<file path="src/rtl/spi_flash_pkg.sv">
package spi_flash_pkg;
  localparam logic [7:0] OPC_WREN  = 8'h06;
  localparam logic [7:0] OPC_WRDI  = 8'h04;
  localparam logic [7:0] OPC_RDSR  = 8'h05;
  localparam logic [7:0] OPC_READ  = 8'h03;
  localparam logic [7:0] OPC_FREAD = 8'h0B;
  localparam logic [7:0] OPC_PW    = 8'h0A;
  localparam logic [7:0] OPC_PP    = 8'h02;
  localparam logic [7:0] OPC_PE    = 8'hDB;
  localparam logic [7:0] OPC_SE    = 8'hD8;
  localparam logic [7:0] OPC_DP    = 8'hB9;
  localparam logic [7:0] OPC_RDP   = 8'hAB;

  typedef enum logic [1:0] {
    AOP_PWRITE = 2'd0,
    AOP_PPROG  = 2'd1,
    AOP_PERASE = 2'd2,
    AOP_SERASE = 2'd3
  } arr_op_e;

  typedef enum logic [2:0] {
    PH_OPC, PH_ADDR, PH_DUMMY, PH_WDATA, PH_RDATA, PH_STAT, PH_TAIL, PH_SKIP
  } phase_e;
endpackage

</file>
<file path="src/rtl/spi_flash_sync.sv">
module spi_flash_sync #(
  parameter int STAGES = 2
) (
  input  logic clk_i,
  input  logic rst_ni,
  input  logic cs_ni,
  input  logic sclk_i,
  input  logic mosi_i,
  output logic cs_fall_o,
  output logic cs_rise_o,
  output logic sclk_rise_o,
  output logic sclk_fall_o,
  output logic mosi_o
);
  logic [STAGES-1:0] cs_sr, ck_sr, di_sr;
  logic cs_d, ck_d;

  // cs resets as "low" so a select held low through reset gives no fall edge
  always_ff @(posedge clk_i or negedge rst_ni) begin
    if (!rst_ni) begin
      cs_sr <= '0;
      ck_sr <= '0;
      di_sr <= '0;
      cs_d  <= 1'b0;
      ck_d  <= 1'b0;
    end else begin
      cs_sr <= {cs_sr[STAGES-2:0], cs_ni};
      ck_sr <= {ck_sr[STAGES-2:0], sclk_i};
      di_sr <= {di_sr[STAGES-2:0], mosi_i};
      cs_d  <= cs_sr[STAGES-1];
      ck_d  <= ck_sr[STAGES-1];
    end
  end

  assign cs_fall_o   = cs_d & ~cs_sr[STAGES-1];
  assign cs_rise_o   = ~cs_d & cs_sr[STAGES-1];
  assign sclk_rise_o = ~ck_d & ck_sr[STAGES-1];
  assign sclk_fall_o = ck_d & ~ck_sr[STAGES-1];
  assign mosi_o      = di_sr[STAGES-1];
endmodule

</file>
<file path="src/rtl/spi_flash_rx.sv">
module spi_flash_rx #(
  parameter int CNT_W = 12
) (
  input  logic             clk_i,
  input  logic             rst_ni,
  input  logic             start_i,
  input  logic             end_i,
  input  logic             rise_i,
  input  logic             mosi_i,
  output logic             active_o,
  output logic [CNT_W-1:0] bit_cnt_o,
  output logic [7:0]       byte_o,
  output logic             done_o
);
  logic             active_q, done_q;
  logic [CNT_W-1:0] cnt_q;
  logic [6:0]       sh_q;
  logic [7:0]       byte_q;

  always_ff @(posedge clk_i or negedge rst_ni) begin
    if (!rst_ni) begin
      active_q <= 1'b0;
      done_q   <= 1'b0;
      cnt_q    <= '0;
      sh_q     <= '0;
      byte_q   <= '0;
    end else begin
      done_q <= 1'b0;
      if (start_i) begin
        active_q <= 1'b1;
        cnt_q    <= '0;
      end else if (end_i) begin
        active_q <= 1'b0;
      end else if (active_q && rise_i && cnt_q != '1) begin
        cnt_q <= cnt_q + 1'b1;
        sh_q  <= {sh_q[5:0], mosi_i};
        if (cnt_q[2:0] == 3'd7) begin
          byte_q <= {sh_q, mosi_i};
          done_q <= 1'b1;
        end
      end
    end
  end

  assign active_o  = active_q;
  assign bit_cnt_o = cnt_q;
  assign byte_o    = byte_q;
  assign done_o    = done_q;

  AST_DONE_ALIGNED: assert property (@(posedge clk_i) disable iff (!rst_ni)
    done_q |-> cnt_q[2:0] == 3'd0) else $error("byte strobe off boundary");
endmodule

</file>
<file path="src/rtl/spi_flash_ctrl.sv">
module spi_flash_ctrl
  import spi_flash_pkg::*;
#(
  parameter int ADDR_W = 24,
  parameter int CNT_W  = 12
) (
  input  logic              clk_i,
  input  logic              rst_ni,
  input  logic              start_i,
  input  logic              end_i,
  input  logic              fall_i,
  input  logic              active_i,
  input  logic [CNT_W-1:0]  bit_cnt_i,
  input  logic [7:0]        byte_i,
  input  logic              done_i,
  input  logic              busy_i,
  input  logic [7:0]        rd_data_i,
  output logic              miso_o,
  output logic              miso_oe_o,
  output logic              req_o,
  output logic [1:0]        op_o,
  output logic [ADDR_W-1:0] addr_o,
  output logic              wr_valid_o,
  output logic [7:0]        wr_data_o,
  output logic [ADDR_W-1:0] rd_addr_o
);
  localparam int IDX_W = CNT_W - 3;
  localparam int ADDR_BYTES = ADDR_W / 8;
  localparam logic [IDX_W-1:0] IDX_ADDR_END = IDX_W'(ADDR_BYTES + 1);

  phase_e            phase_q;
  arr_op_e           op_q;
  logic [7:0]        opc_q, tx_q, wr_data_q;
  logic [ADDR_W-1:0] addr_q;
  logic              wel_q, dp_q, got_data_q, out_on_q, req_q, wr_valid_q, busy_q;
  logic [IDX_W-1:0]  idx;
  logic              on_bound, out_phase, busy_fall;

  assign idx       = bit_cnt_i[CNT_W-1:3];
  assign on_bound  = bit_cnt_i[2:0] == 3'd0 && bit_cnt_i != '0;
  assign out_phase = phase_q == PH_RDATA || phase_q == PH_STAT;
  assign busy_fall = busy_q & ~busy_i;

  always_ff @(posedge clk_i or negedge rst_ni) begin
    if (!rst_ni) begin
      phase_q    <= PH_SKIP;
      op_q       <= AOP_PWRITE;
      opc_q      <= '0;
      tx_q       <= '0;
      wr_data_q  <= '0;
      addr_q     <= '0;
      wel_q      <= 1'b0;
      dp_q       <= 1'b0;
      got_data_q <= 1'b0;
      out_on_q   <= 1'b0;
      req_q      <= 1'b0;
      wr_valid_q <= 1'b0;
      busy_q     <= 1'b0;
    end else begin
      req_q      <= 1'b0;
      wr_valid_q <= 1'b0;
      busy_q     <= busy_i;

      if (start_i) begin
        phase_q    <= PH_OPC;
        got_data_q <= 1'b0;
        out_on_q   <= 1'b0;
      end else if (active_i && done_i) begin
        unique case (phase_q)
          PH_OPC: begin
            opc_q <= byte_i;
            if (dp_q && byte_i != OPC_RDP) phase_q <= PH_SKIP;
            else begin
              case (byte_i)
                OPC_RDSR: phase_q <= PH_STAT;
                OPC_READ, OPC_FREAD, OPC_PW, OPC_PP, OPC_PE, OPC_SE:
                  phase_q <= busy_i ? PH_SKIP : PH_ADDR;
                OPC_WREN, OPC_WRDI, OPC_RDP: phase_q <= PH_TAIL;
                OPC_DP: phase_q <= busy_i ? PH_SKIP : PH_TAIL;
                default: phase_q <= PH_SKIP;
              endcase
            end
          end
          PH_ADDR: begin
            addr_q <= {addr_q[ADDR_W-9:0], byte_i};
            if (idx == IDX_ADDR_END) begin
              case (opc_q)
                OPC_READ:       phase_q <= PH_RDATA;
                OPC_FREAD:      phase_q <= PH_DUMMY;
                OPC_PW, OPC_PP: phase_q <= PH_WDATA;
                default:        phase_q <= PH_TAIL;
              endcase
            end
          end
          PH_DUMMY: phase_q <= PH_RDATA;
          PH_WDATA: begin
            got_data_q <= 1'b1;
            wr_valid_q <= wel_q;
            wr_data_q  <= byte_i;
          end
          default: ;
        endcase
      end

      if (active_i && fall_i && out_phase) begin
        if (on_bound) begin
          out_on_q <= 1'b1;
          if (phase_q == PH_STAT) tx_q <= {6'b0, wel_q, busy_i};
          else begin
            tx_q   <= rd_data_i;
            addr_q <= addr_q + 1'b1;
          end
        end else begin
          tx_q <= {tx_q[6:0], 1'b0};
        end
      end

      // acceptance at select release
      if (active_i && end_i && on_bound) begin
        if (phase_q == PH_TAIL) begin
          case (opc_q)
            OPC_WREN: wel_q <= 1'b1;
            OPC_WRDI: wel_q <= 1'b0;
            OPC_DP:   dp_q  <= 1'b1;
            OPC_RDP:  dp_q  <= 1'b0;
            OPC_PE, OPC_SE: if (wel_q && !busy_i) begin
              req_q <= 1'b1;
              op_q  <= (opc_q == OPC_PE) ? AOP_PERASE : AOP_SERASE;
            end
            default: ;
          endcase
        end else if (phase_q == PH_WDATA && got_data_q && wel_q && !busy_i) begin
          req_q <= 1'b1;
          op_q  <= (opc_q == OPC_PW) ? AOP_PWRITE : AOP_PPROG;
        end
      end

      if (busy_fall) wel_q <= 1'b0;
    end
  end

  assign miso_o     = tx_q[7];
  assign miso_oe_o  = active_i && out_on_q && out_phase;
  assign req_o      = req_q;
  assign op_o       = op_q;
  assign addr_o     = addr_q;
  assign rd_addr_o  = addr_q;
  assign wr_valid_o = wr_valid_q;
  assign wr_data_o  = wr_data_q;

  AST_REQ_PULSE: assert property (@(posedge clk_i) disable iff (!rst_ni)
    req_o |=> !req_o) else $error("request longer than one cycle");
  AST_WEL_DROP: assert property (@(posedge clk_i) disable iff (!rst_ni)
    $fell(busy_i) |=> !wel_q) else $error("latch survived cycle end");
  AST_DP_SILENT: assert property (@(posedge clk_i) disable iff (!rst_ni)
    dp_q |-> !miso_oe_o && !req_o) else $error("activity in power-down");
  AST_TX_HOLD: assert property (@(posedge clk_i) disable iff (!rst_ni)
    !(active_i && fall_i) |=> $stable(tx_q)) else $error("output moved off a fall edge");
  AST_OE_SELECTED: assert property (@(posedge clk_i) disable iff (!rst_ni)
    !active_i |-> !miso_oe_o) else $error("output enabled while deselected");
endmodule

</file>
<file path="src/rtl/sflash_cmd_front.sv">
module sflash_cmd_front
  import spi_flash_pkg::*;
#(
  parameter int ADDR_W      = 24,
  parameter int CNT_W       = 12,
  parameter int SYNC_STAGES = 2
) (
  input  logic              clk_i,
  input  logic              rst_ni,
  input  logic              cs_ni,
  input  logic              sclk_i,
  input  logic              mosi_i,
  output logic              miso_o,
  output logic              miso_oe_o,
  input  logic              busy_i,
  output logic              req_o,
  output logic [1:0]        op_o,
  output logic [ADDR_W-1:0] addr_o,
  output logic              wr_valid_o,
  output logic [7:0]        wr_data_o,
  output logic [ADDR_W-1:0] rd_addr_o,
  input  logic [7:0]        rd_data_i
);
  logic cs_fall, cs_rise, ck_rise, ck_fall, di;
  logic active, done;
  logic [CNT_W-1:0] bit_cnt;
  logic [7:0] rx_byte;

  spi_flash_sync #(.STAGES(SYNC_STAGES)) u_sync (
    .clk_i, .rst_ni, .cs_ni, .sclk_i, .mosi_i,
    .cs_fall_o(cs_fall), .cs_rise_o(cs_rise),
    .sclk_rise_o(ck_rise), .sclk_fall_o(ck_fall), .mosi_o(di)
  );

  spi_flash_rx #(.CNT_W(CNT_W)) u_rx (
    .clk_i, .rst_ni,
    .start_i(cs_fall), .end_i(cs_rise), .rise_i(ck_rise), .mosi_i(di),
    .active_o(active), .bit_cnt_o(bit_cnt), .byte_o(rx_byte), .done_o(done)
  );

  spi_flash_ctrl #(.ADDR_W(ADDR_W), .CNT_W(CNT_W)) u_ctrl (
    .clk_i, .rst_ni,
    .start_i(cs_fall), .end_i(cs_rise), .fall_i(ck_fall), .active_i(active),
    .bit_cnt_i(bit_cnt), .byte_i(rx_byte), .done_i(done),
    .busy_i, .rd_data_i, .miso_o, .miso_oe_o, .req_o, .op_o, .addr_o,
    .wr_valid_o, .wr_data_o, .rd_addr_o
  );
endmodule

</file>
<file path="config.mk">
export PLATFORM = sky130hd
export DESIGN_NAME = sflash_cmd_front
export DESIGN_NICKNAME = d
export VERILOG_FILES = /design/src/rtl/spi_flash_pkg.sv /design/src/rtl/spi_flash_sync.sv /design/src/rtl/spi_flash_rx.sv /design/src/rtl/spi_flash_ctrl.sv /design/src/rtl/sflash_cmd_front.sv
export SDC_FILE = /design/constraint.sdc
export NUM_CORES = 1
export LEC_CHECK = 0
export BUFFER_PORTS_ARGS = -buffer_cell sky130_fd_sc_hd__buf_2
export CELL_PAD_IN_SITES_DETAIL_PLACEMENT = 0
export CELL_PAD_IN_SITES_GLOBAL_PLACEMENT = 1
export CORE_MARGIN = 2
export CORE_UTILIZATION = 45
export DETAILED_ROUTE_END_ITERATION = 10
export PLACE_DENSITY_LB_ADDON = 0.1
export SLEW_MARGIN = 20
export SYNTH_ARGS = -nofsm -noshare
export SYNTH_HDL_FRONTEND = slang
export SYNTH_SLANG_ARGS = --single-unit
</file>
<file path="constraint.sdc">
create_clock -name clk_i -period 2.2 [get_ports clk_i]
set_input_delay 0.11 -clock clk_i [delete_from_list [all_inputs] [get_ports clk_i]]
set_output_delay 0.11 -clock clk_i [all_outputs]
set_load 0.03 [all_outputs]
</file>
==> results of run 1 <==
-- power groups by stage --
stage	logic [mW]	clock network (mW)	registers [mW]
floorplan	0.140	0	1.91
global placement	0.277	0	1.92
detailed placement	0.281	0	1.93
CTS	0.289	1.65	1.89
global route	0.321	1.74	1.90
finish	0.285	1.60	1.89
-- flip-flops by register name, indices dropped and copies added (netlist names), 3 cells and up --
signal            count
u_ctrl.tx_q           8
u_ctrl.phase_q        3
u_rx.bit_cnt_o       12
u_ctrl.addr_o        24
u_rx.sh_q             7
u_ctrl.opc_q          8
u_rx.byte_o           8
u_ctrl.wr_data_o      8
-- through the flow --
| step | power (mW) | area (µm²) | std cells |
|---|---|---|---|
| floorplan | 2.051 | 5157 | 512 |
| global placement | 2.199 | 5884 | 739 |
| detailed placement | 2.206 | 5884 | 739 |
| CTS | 3.825 | 6242 | 760 |
| global route | 3.962 | 6285 | 761 |
| finish | 3.774 | 6285 | 761 |
-- logic make-up (layout without fill, tap and decap cells) --
group,after synthesis,in the layout
DFF,97,97
adders and majority gates,7,7
muxes,37,37
buffers and inverters,63,169
AOI/OAI and AO/OA,105,105
and+or+nand+nor,198,198
xor gates and xnor gates,5,5
-- timing repair --
item,in CTS,in global routing
hold endpoints to repair,35,0
buffers inserted,0,1
hold buffers,5,0
resized for setup,0,9
endpoints found under the setup margin,0,28
-- how the worst min path moves through the flow --
stage | from | end | slack, ps | depth (start not counted)
3_5_place_dp | rst_ni | u_ctrl.tx_q[4] | 90 | 1
3_3_place_gp | rst_ni | u_ctrl.tx_q[3] | 90 | 1
4_1_cts | rd_data_i[5] | u_ctrl.tx_q[5] | 20 | 3
6_report | rd_data_i[5] | u_ctrl.tx_q[5] | 30 | 3
5_1_grt | rd_data_i[5] | u_ctrl.tx_q[5] | 20 | 3
2_1_floorplan | rst_ni | u_ctrl.addr_o[0] | -190 | 0
-- Yosys cell counts, drive strengths merged (10+ instances only) --
cell,instances,area (µm²)
a21oi,21,108.9
inv,20,75.07
a31oi,11,68.82
dfrtp,94,2352
nand3,22,110.1
nor2,45,168.9
nor3,10,55.05
nand2,38,145.1
nand4,11,68.82
and3,13,81.33
o21ai,12,60.05
buf,33,237.7
clkbuf,10,37.54
mux2,34,382.9
-- worst max-delay path, delay by kind of cell (launching register included) --
kind	cells	cell delay [ps]
and+or+nand+nor	1	560
buffers and inverters	1	180
AOI/OAI and AO/OA	4	930
DFF	1	380
-- layout by cell type, fill, tap and decap left out, types with 7 or more instances in the layout --
master / instances
dfrtp_1: 94
buf_2: 74
buf_4: 49
nor2_1: 45
nand2_1: 37
mux2_2: 34
nand3_1: 22
inv_1: 20
a21oi_1: 20
and3_1: 12
nand4_1: 11
o21ai_0: 11
a31oi_1: 11
o21a_1: 9
nor4_1: 9
clkbuf_16: 9
a211oi_1: 8
nor3_1: 8
and4_1: 7
-- layer usage --
metal  track usage  up-vias
met5             0        -
met4       0.07737        0
met3       0.03390       14
li1              -     2072
met1        0.3227     2074
met2        0.3133      116
-- cell type report --
class,instances,share of cell area
Inverter,20,0.01195
Clock inverter,7,0.01314
Multi-Input combinational cell,352,0.3838
Clock buffer,9,0.03584
Tap cell,143,0.02847
Sequential cell,97,0.3868
Timing Repair Buffer,133,0.1400
==> impl_metrics.yaml, run 1 <==
critical_path:
  reg2reg_slack_ps: 50
  cp-startpoint: "u_rx.bit_cnt_o[11]"
  slowest_stage: "or4_4"
  crit_path_cell_trace: "or4_4, o31a_1, buf_4, a21o_2, o21a_1, o21a_1"
  start_kind: "register"
  cp_common_cell: "o21a_1"
  cp_data_required_time_ps: 2440
  critPathCaptureType: "register"
  r2r_cells: 6
  worstSetupEndpoint: "u_ctrl.addr_o[7]"
  crit_path_max_incr_delay_ps: 560
  cp.arrival_ps: 2390
  r2r-start: "u_rx.bit_cnt_o[11]"
  worstPathMaxFanout: 8
  crit_type: "reg2reg"
  r2r-end: "u_ctrl.addr_o[7]"
logic_synthesis:
  synth-edff-count: 0
  synth-compound-area-share: 0.1426
  synth_top_family_by_area: "simple AND/OR/NAND/NOR gates"
  ys_types: 73
  ys_seq_area_frac: 0.4714
  synth-seq-cells: 97
  synthMuxAreaShare: 0.08006
  synth_area_per_cell_um2: 10.07
  synth.cell_area_um2: 5157
  synthSimpleGateAreaFrac: 0.2125
  synthArstFlopShare: 1.000
  yosys_warnings: 0
  syn_nets: 533
  synth_fa_ha_area_frac: 0.01698
  synth_xor_area_frac: 0.008491
  yosys_most_used_dff: "dfrtp_1"
  netlist_instances: 512
placement:
  gp_congestion: 0.8686
  portBuffers: 75
  dpl.hpwl_um: 9128
  post-place-ws_ps: 47.93
grt:
  grt_pass1_wl_um: 21320
  track_usage: 0.2141
  gr-total-overflow: 0
  grt_pass1_vias: 4049
  grt_max_degree: 40
  grt_antenna_before_repair: 0
pwr:
  clockPowerShare: 0.424
  switching_share: 0.2610
  p_leak_nw: 3.103
  switchingPower_mw: 0.9850
  intPower_mw: 2.789
  max-vdd-ir-drop_mv: 0.6807
  power.share.sequential: 0.501
  comb_power_share: 0.076
  power_density_nw_per_um2: 600.6
cts:
  clock-sinks: 97
  cts_root_buf: "clkbuf_16"
  cts_made_buffers: 9
  clock_path_buffers: 2
  insertion_delay_ps: 350
  h-tree-depth: 3
  clkSlewWorstSetupHoldPaths_ps: 70
  cts_tree: "yes"
routing:
  wl_met1_um: 6287
  vias: 4276
  drtIter0Drc: 319
  vias_per_cell: 5.619
  drt_first_pass_iters: 5
  wl_met2_um: 5612
  wl_um: 12640
  top_layer: "met4"
  drcViolationCount: 0
  routedWlPerCell_um: 16.61
  wl_met3_um: 544
  drtAntennaViolNets: 0
floorplan:
  start_util: 0.4556
  core_um2: 11320
  pin_count: 76
  dieHeight_um: 111.1
  die_area_um2: 12330
  die_x_um: 111.1
  rows: 39
timing:
  finalHoldWorstSlack_ps: 28.96
  fin_crit_ps: 2146
  final_hold_viol_count: 0
  setup_viol: 0
  fmax_mhz: 466.0
  period_share: 0.9755
  maxSlewViolCount: 0
  clock_skew_ps: 9.680
  tightest_slew_ps: 612.4
  setup_tns_ps: 0
  slew_headroom: 0.5880
  setup_ws_ps: 53.88
finish:
  layout-drive-gt1-share: 0.3285
  nets: 634
  area_growth_pct: 21.86
  num_antenna_cells: 0
  fillerInstances: 1013
  multi_input_area_um2: 2412
  seqCellArea_um2: 2431
  final_util: 0.5552
status:
  status: "finished, final reports clean"
min_path:
  hold_path_class: "in2reg"
job:
  drv_cap: 0
No activity file was read; power rests on OpenSTA's default activity.
==> run 2: changes to the inputs <==
--- a/config.mk
+++ b/config.mk
@@ -9,7 +9,7 @@
 export CELL_PAD_IN_SITES_DETAIL_PLACEMENT = 0
 export CELL_PAD_IN_SITES_GLOBAL_PLACEMENT = 1
 export CORE_MARGIN = 2
-export CORE_UTILIZATION = 45
+export CORE_UTILIZATION = 40
 export DETAILED_ROUTE_END_ITERATION = 10
 export PLACE_DENSITY_LB_ADDON = 0.1
 export SLEW_MARGIN = 20
==> constraint.sdc (replaced) <==
create_clock -name clk_i -period 1.9 [get_ports clk_i]
set_input_delay 0.095 -clock clk_i [delete_from_list [all_inputs] [get_ports clk_i]]
set_output_delay 0.095 -clock clk_i [all_outputs]
set_load 0.03 [all_outputs]
==> run 2 against run 1 <==
  * The run now ends with negative setup slack left
  * Flip-flop and latch count stayed put
  * Cell count is 14% higher
  * Hold slack worse by 18 ps
  * Total power is 26% higher
  * Critical path type unchanged
==> impl_metrics.yaml, run 2 (synthesis gave the netlist of run 1 again) <==
grt:
  grt_pass1_vias: 4543
  gr-total-overflow: 0
  grt_pass1_wl_um: 23650
  grt_max_degree: 34
  grt_antenna_before_repair: 0
  track_usage: 0.2119
placement:
  portBuffers: 75
  dpl.hpwl_um: 10220
  gp_congestion: 0.8679
  placed_area_um2: 6419
  dp_cells: 821
  post-place-ws_ps: -251.7
timing:
  finalHoldWorstSlack_ps: 11.45
  tightest_slew_ps: 454.9
  rsz0062_at_grt: "yes"
  fin_crit_ps: 2070
  fmax_mhz: 483.1
  clock_skew_ps: 9.635
  maxSlewViolCount: 0
  slew_headroom: 0.6967
  setup_viol: 39
  setup_ws_ps: -169.9
  final_hold_viol_count: 0
  period_share: 1.089
  setup_tns_ps: -3302
critical_path:
  cp.arrival_ps: 2320
  r2r-start: "u_rx.bit_cnt_o[11]"
  cp_data_required_time_ps: 2150
  reg2reg_slack_ps: -170
  start_kind: "register"
  r2r-end: "u_ctrl.addr_o[5]"
  critPathCaptureType: "register"
  worstPathMaxFanout: 7
  r2r_cells: 7
  crit_type: "reg2reg"
routing:
  wl_met1_um: 6736
  drcViolationCount: 0
  wl_um: 14510
  wl_met2_um: 7034
  wl_met3_um: 540
  routedWlPerCell_um: 16.77
  vias: 4677
  top_layer: "met4"
  drtAntennaViolNets: 0
  drtIter0Drc: 294
  drt_first_pass_iters: 5
  vias_per_cell: 5.407
floorplan:
  die_area_um2: 13820
  pin_count: 76
  rows: 41
  start_util: 0.4087
  core_um2: 12620
  die_x_um: 117.6
  dieHeight_um: 117.6
pwr:
  power.share.sequential: 0.461
  intPower_mw: 3.530
  finalPower_mw: 4.771
  power_density_nw_per_um2: 650.0
  switching_share: 0.2601
  max-vdd-ir-drop_mv: 0.4291
  switchingPower_mw: 1.241
  comb_power_share: 0.126
  p_leak_nw: 3.613
  clockPowerShare: 0.413
min_path:
  hold_path_class: "in2reg"
  whs_endpoint: "u_ctrl.tx_q[4]"
  worstHoldStart: "rd_data_i[4]"
  hold_depth: 3
finish:
  area_growth_pct: 42.33
  fin_area_um2: 7341
  num_antenna_cells: 0
  layout-drive-gt1-share: 0.4603
  largest_reg_flops: 24
  instances_no_fill: 865
  final_cell_mix: "buf_4 (105), dfrtp_1 (87), buf_2 (74), nor2_1 (43), nand2_1 (36)"
  final_util: 0.5817
  nets: 709
  layout.cells.most_common: "buf_4"
  fillerInstances: 1124
cts:
  cts_tree: "yes"
  cts_made_buffers: 9
  clock-sinks: 97
  h-tree-depth: 3
  insertion_delay_ps: 350
  cts_root_buf: "clkbuf_16"
  clkSlewWorstSetupHoldPaths_ps: 70
  clock_path_buffers: 2
status:
  status: "finished with violations"
  violations: "negative setup slack"
job:
  drv_cap: 0
## run 2: cell types whose count changed in the layout (fill, tap and decap cells not counted), moves of 4 or more
cell	previous run	this run
mux2_4	0	17
mux2_2	34	17
buf_6	1	14
dfrtp_2	0	7
a211oi_1	8	2
dfrtp_1	94	87
and3_4	0	4
buf_4	49	105
a211oi_2	1	7
## run 2: timing repair
item | CTS | global route
endpoints found under the setup margin | 52 | 63
hold buffers | 8 | 0
cloned | 0 | 1
endpoints found under the hold margin | 34 | 0
resized for setup | 37 | 42
setup buffers | 8 | 14
pin swaps | 19 | 27
## run 2: power groups by stage
| stage | clock network (mW) | registers [mW] | logic, mW |
|---|---|---|---|
| after global placement | 0 | 2.22 | 0.440 |
| after global routing | 2.10 | 2.21 | 0.659 |
| final | 1.97 | 2.20 | 0.601 |
| after CTS | 2.01 | 2.19 | 0.523 |
| after detailed placement | 0 | 2.22 | 0.453 |
| after floorplan | 0 | 2.21 | 0.171 |
## run 2: critical path, cell delays in order (launching register included)
cell and delay [ps]:
dfrtp_1 380, or4_4 550, o31a_1 360, buf_6 170, a21oi_4 140, buf_6 150
a21oi_1 50, o21ba_1 170
## run 2: cell type report
class / instances / area, µm² / area share
inverters: 20 / 75.07 / 0.01023
multi-input cells: 353 / 2774 / 0.3779
clock inverters: 7 / 95.09 / 0.01295
flip-flops and latches: 97 / 2440 / 0.3324
well taps: 172 / 215.2 / 0.02932
repair buffers: 207 / 1516 / 0.2066
clock buffers: 9 / 225.2 / 0.03068
## run 2: worst max-delay path by stage
stage,slack [ps],depth (start not counted),end,startpoint
after global routing,-210,6,u_ctrl.addr_o[7],u_rx.bit_cnt_o[11]
after detailed placement,-250,6,u_ctrl.addr_o[7],u_rx.bit_cnt_o[10]
after floorplan,-70,7,u_ctrl.addr_o[7],u_rx.bit_cnt_o[10]
final,-170,7,u_ctrl.addr_o[5],u_rx.bit_cnt_o[11]
after global placement,-210,6,u_ctrl.addr_o[7],u_rx.bit_cnt_o[10]
after CTS,-170,6,u_ctrl.addr_o[7],u_rx.bit_cnt_o[6]
## run 2: per-layer routing
| metal | track usage | vias up |
|---|---|---|
| met5 | 0 | - |
| met4 | 0.05497 | 0 |
| li1 | - | 2218 |
| met3 | 0.03924 | 16 |
| met2 | 0.3545 | 133 |
| met1 | 0.2842 | 2310 |
==> run 3: changes to the inputs <==
--- a/config.mk
+++ b/config.mk
@@ -12,6 +12,7 @@
 export CORE_UTILIZATION = 40
 export DETAILED_ROUTE_END_ITERATION = 10
 export PLACE_DENSITY_LB_ADDON = 0.1
+export RECOVER_POWER = 100
 export SLEW_MARGIN = 20
 export SYNTH_ARGS = -nofsm -noshare
 export SYNTH_HDL_FRONTEND = slang
==> run 3 against run 2 <==
  * The flow still finishes with violations (negative setup slack)
  * Routed wire length rose by 0.18%
  * Hold slack about the same
  * Critical path depth is 1 lower
  * Register-to-register slack is essentially flat
  * Die area unchanged
  * Global-route usage unchanged
  * Highest routed layer unchanged
==> impl_metrics.yaml, run 3 (synthesis gave the netlist of run 1 again) <==
routing:
  drt_first_pass_iters: 5
  drtIter0Drc: 318
  drtAntennaViolNets: 0
  wl_met1_um: 6632
  vias: 4671
  routedWlPerCell_um: 16.80
  top_layer: "met4"
  wl_met2_um: 6986
  vias_per_cell: 5.400
  drcViolationCount: 0
  wl_um: 14540
  wl_met3_um: 689
timing:
  period_share: 1.087
  final_hold_viol_count: 0
  setup_viol: 54
  tightest_slew_ps: 838.4
  fin_crit_ps: 2066
  rsz0062_at_grt: "yes"
  slew_headroom: 0.4410
  maxSlewViolCount: 0
  clock_skew_ps: 9.878
  fmax_mhz: 484.1
  setup_ws_ps: -165.5
critical_path:
  start_kind: "register"
  cp-startpoint: "u_rx.bit_cnt_o[11]"
  r2r_cells: 6
  cp.arrival_ps: 2310
  crit_type: "reg2reg"
  reg2reg_slack_ps: -170
  r2r-end: "u_ctrl.addr_o[7]"
  critPathCaptureType: "register"
  cp_data_required_time_ps: 2150
  r2r-start: "u_rx.bit_cnt_o[11]"
  worstPathMaxFanout: 8
  worstSetupEndpoint: "u_ctrl.addr_o[7]"
floorplan:
  rows: 41
  core_um2: 12620
  die_x_um: 117.6
  dieHeight_um: 117.6
  pin_count: 76
  start_util: 0.4087
  die_area_um2: 13820
cts:
  clkSlewWorstSetupHoldPaths_ps: 80
  clock_path_buffers: 2
  cts_tree: "yes"
  insertion_delay_ps: 350
  h-tree-depth: 3
  cts_root_buf: "clkbuf_16"
  clock-sinks: 97
  cts_made_buffers: 9
pwr:
  intPower_mw: 3.513
  finalPower_mw: 4.742
  p_leak_nw: 3.324
  max-vdd-ir-drop_mv: 0.4274
  comb_power_share: 0.122
  switchingPower_mw: 1.229
  power_density_nw_per_um2: 658.1
  switching_share: 0.2592
  clockPowerShare: 0.414
  power.share.sequential: 0.464
grt:
  gr-total-overflow: 0
  grt_max_degree: 34
  track_usage: 0.2119
  grt_pass1_wl_um: 23650
  grt_antenna_before_repair: 0
  grt_pass1_vias: 4543
finish:
  layout-drive-gt1-share: 0.3622
  largest_reg_flops: 24
  nets: 709
  final_cell_mix: "buf_4 (98), dfrtp_1 (87), clkbuf_1 (65), nor2_1 (44), nand2_1 (36)"
  area_growth_pct: 39.71
  layout.cells.most_common: "buf_4"
  fillerInstances: 1170
  instances_no_fill: 865
  num_antenna_cells: 0
placement:
  portBuffers: 75
  dp_cells: 821
  dpl.hpwl_um: 10220
  gp_congestion: 0.8679
min_path:
  hold_path_class: "in2reg"
status:
  violations: "negative setup slack"
  status: "finished with violations"
job:
  drv_cap: 0
## run 3: changes by cell type in the layout (fill, tap and decap cells not counted), moves of 2 or more
| cell | before | now |
|---|---|---|
| clkbuf_1 | 0 | 65 |
| buf_2 | 74 | 12 |
| buf_4 | 105 | 98 |
| clkbuf_2 | 0 | 4 |
| clkbuf_4 | 0 | 2 |
## run 3: worst max-delay path: stages, from the launching register on
cell and delay (ps):
dfrtp_1 380, or4_4 550, o31a_1 360, buf_6 170
a21o_4 240, o21a_1 110, o21a_1 160
## run 3: how the worst min path moves through the flow
stage                       from                end  slack (ps)  cells after the start
floorplan                 rst_ni   u_ctrl.addr_o[0]        -200                      0
global placement          rst_ni  u_ctrl.addr_o[23]          70                      1
detailed placement        rst_ni  u_ctrl.addr_o[23]          70                      1
CTS                 rd_data_i[4]     u_ctrl.tx_q[4]           2                      3
global route        rd_data_i[4]     u_ctrl.tx_q[4]          10                      3
finish              rd_data_i[4]     u_ctrl.tx_q[4]          10                      3
## run 3: layer usage
metal | GRT usage | vias to the layer above
met2 | 0.3545 | 141
met1 | 0.2842 | 2291
met4 | 0.05497 | 0
met3 | 0.03924 | 20
met5 | 0 | -
li1 | - | 2219
## run 3: what timing repair did
| item | in CTS | in global routing |
|---|---|---|
| buffers inserted | 8 | 14 |
| hold buffers | 8 | 0 |
| hold endpoints to repair | 34 | 0 |
| pin swaps | 19 | 27 |
| cloned | 0 | 1 |
| resized for setup | 37 | 42 |
| endpoints found under the setup margin | 52 | 63 |
## run 3: power groups by stage
stage	combinational (mW)	clock [mW]	sequential (mW)
final	0.579	1.96	2.20
after global placement	0.440	0	2.22
after floorplan	0.171	0	2.21
after global routing	0.641	2.10	2.21
after detailed placement	0.453	0	2.22
after CTS	0.523	2.01	2.19
## run 3: through the flow
stage	setup TNS, ps	setup slack [ps]	cell area (µm²)	util	hold slack (ps)
3_5_place_dp	-6296	-251.7	6419	0.5086	73.96
3_3_place_gp	-5662	-214.7	6419	0.5086	71.74
4_1_cts	-3515	-167.1	7051	0.5587	1.842
6_report	-4517	-165.5	7206	0.5710	11.71
2_1_floorplan	-519.7	-74.73	5276	-	-200.6
5_1_grt	-9648	-215.0	7206	0.5710	13.44
## run 3: final cells by class
type	count	area [µm²]	area share
flip-flops and latches	97	2440	0.3386
repair buffers	207	1401	0.1945
multi-input cells	353	2754	0.3822
clock inverters	7	95.09	0.01320
inverters	20	75.07	0.01042
clock buffers	9	225.2	0.03126
well taps	172	215.2	0.02987
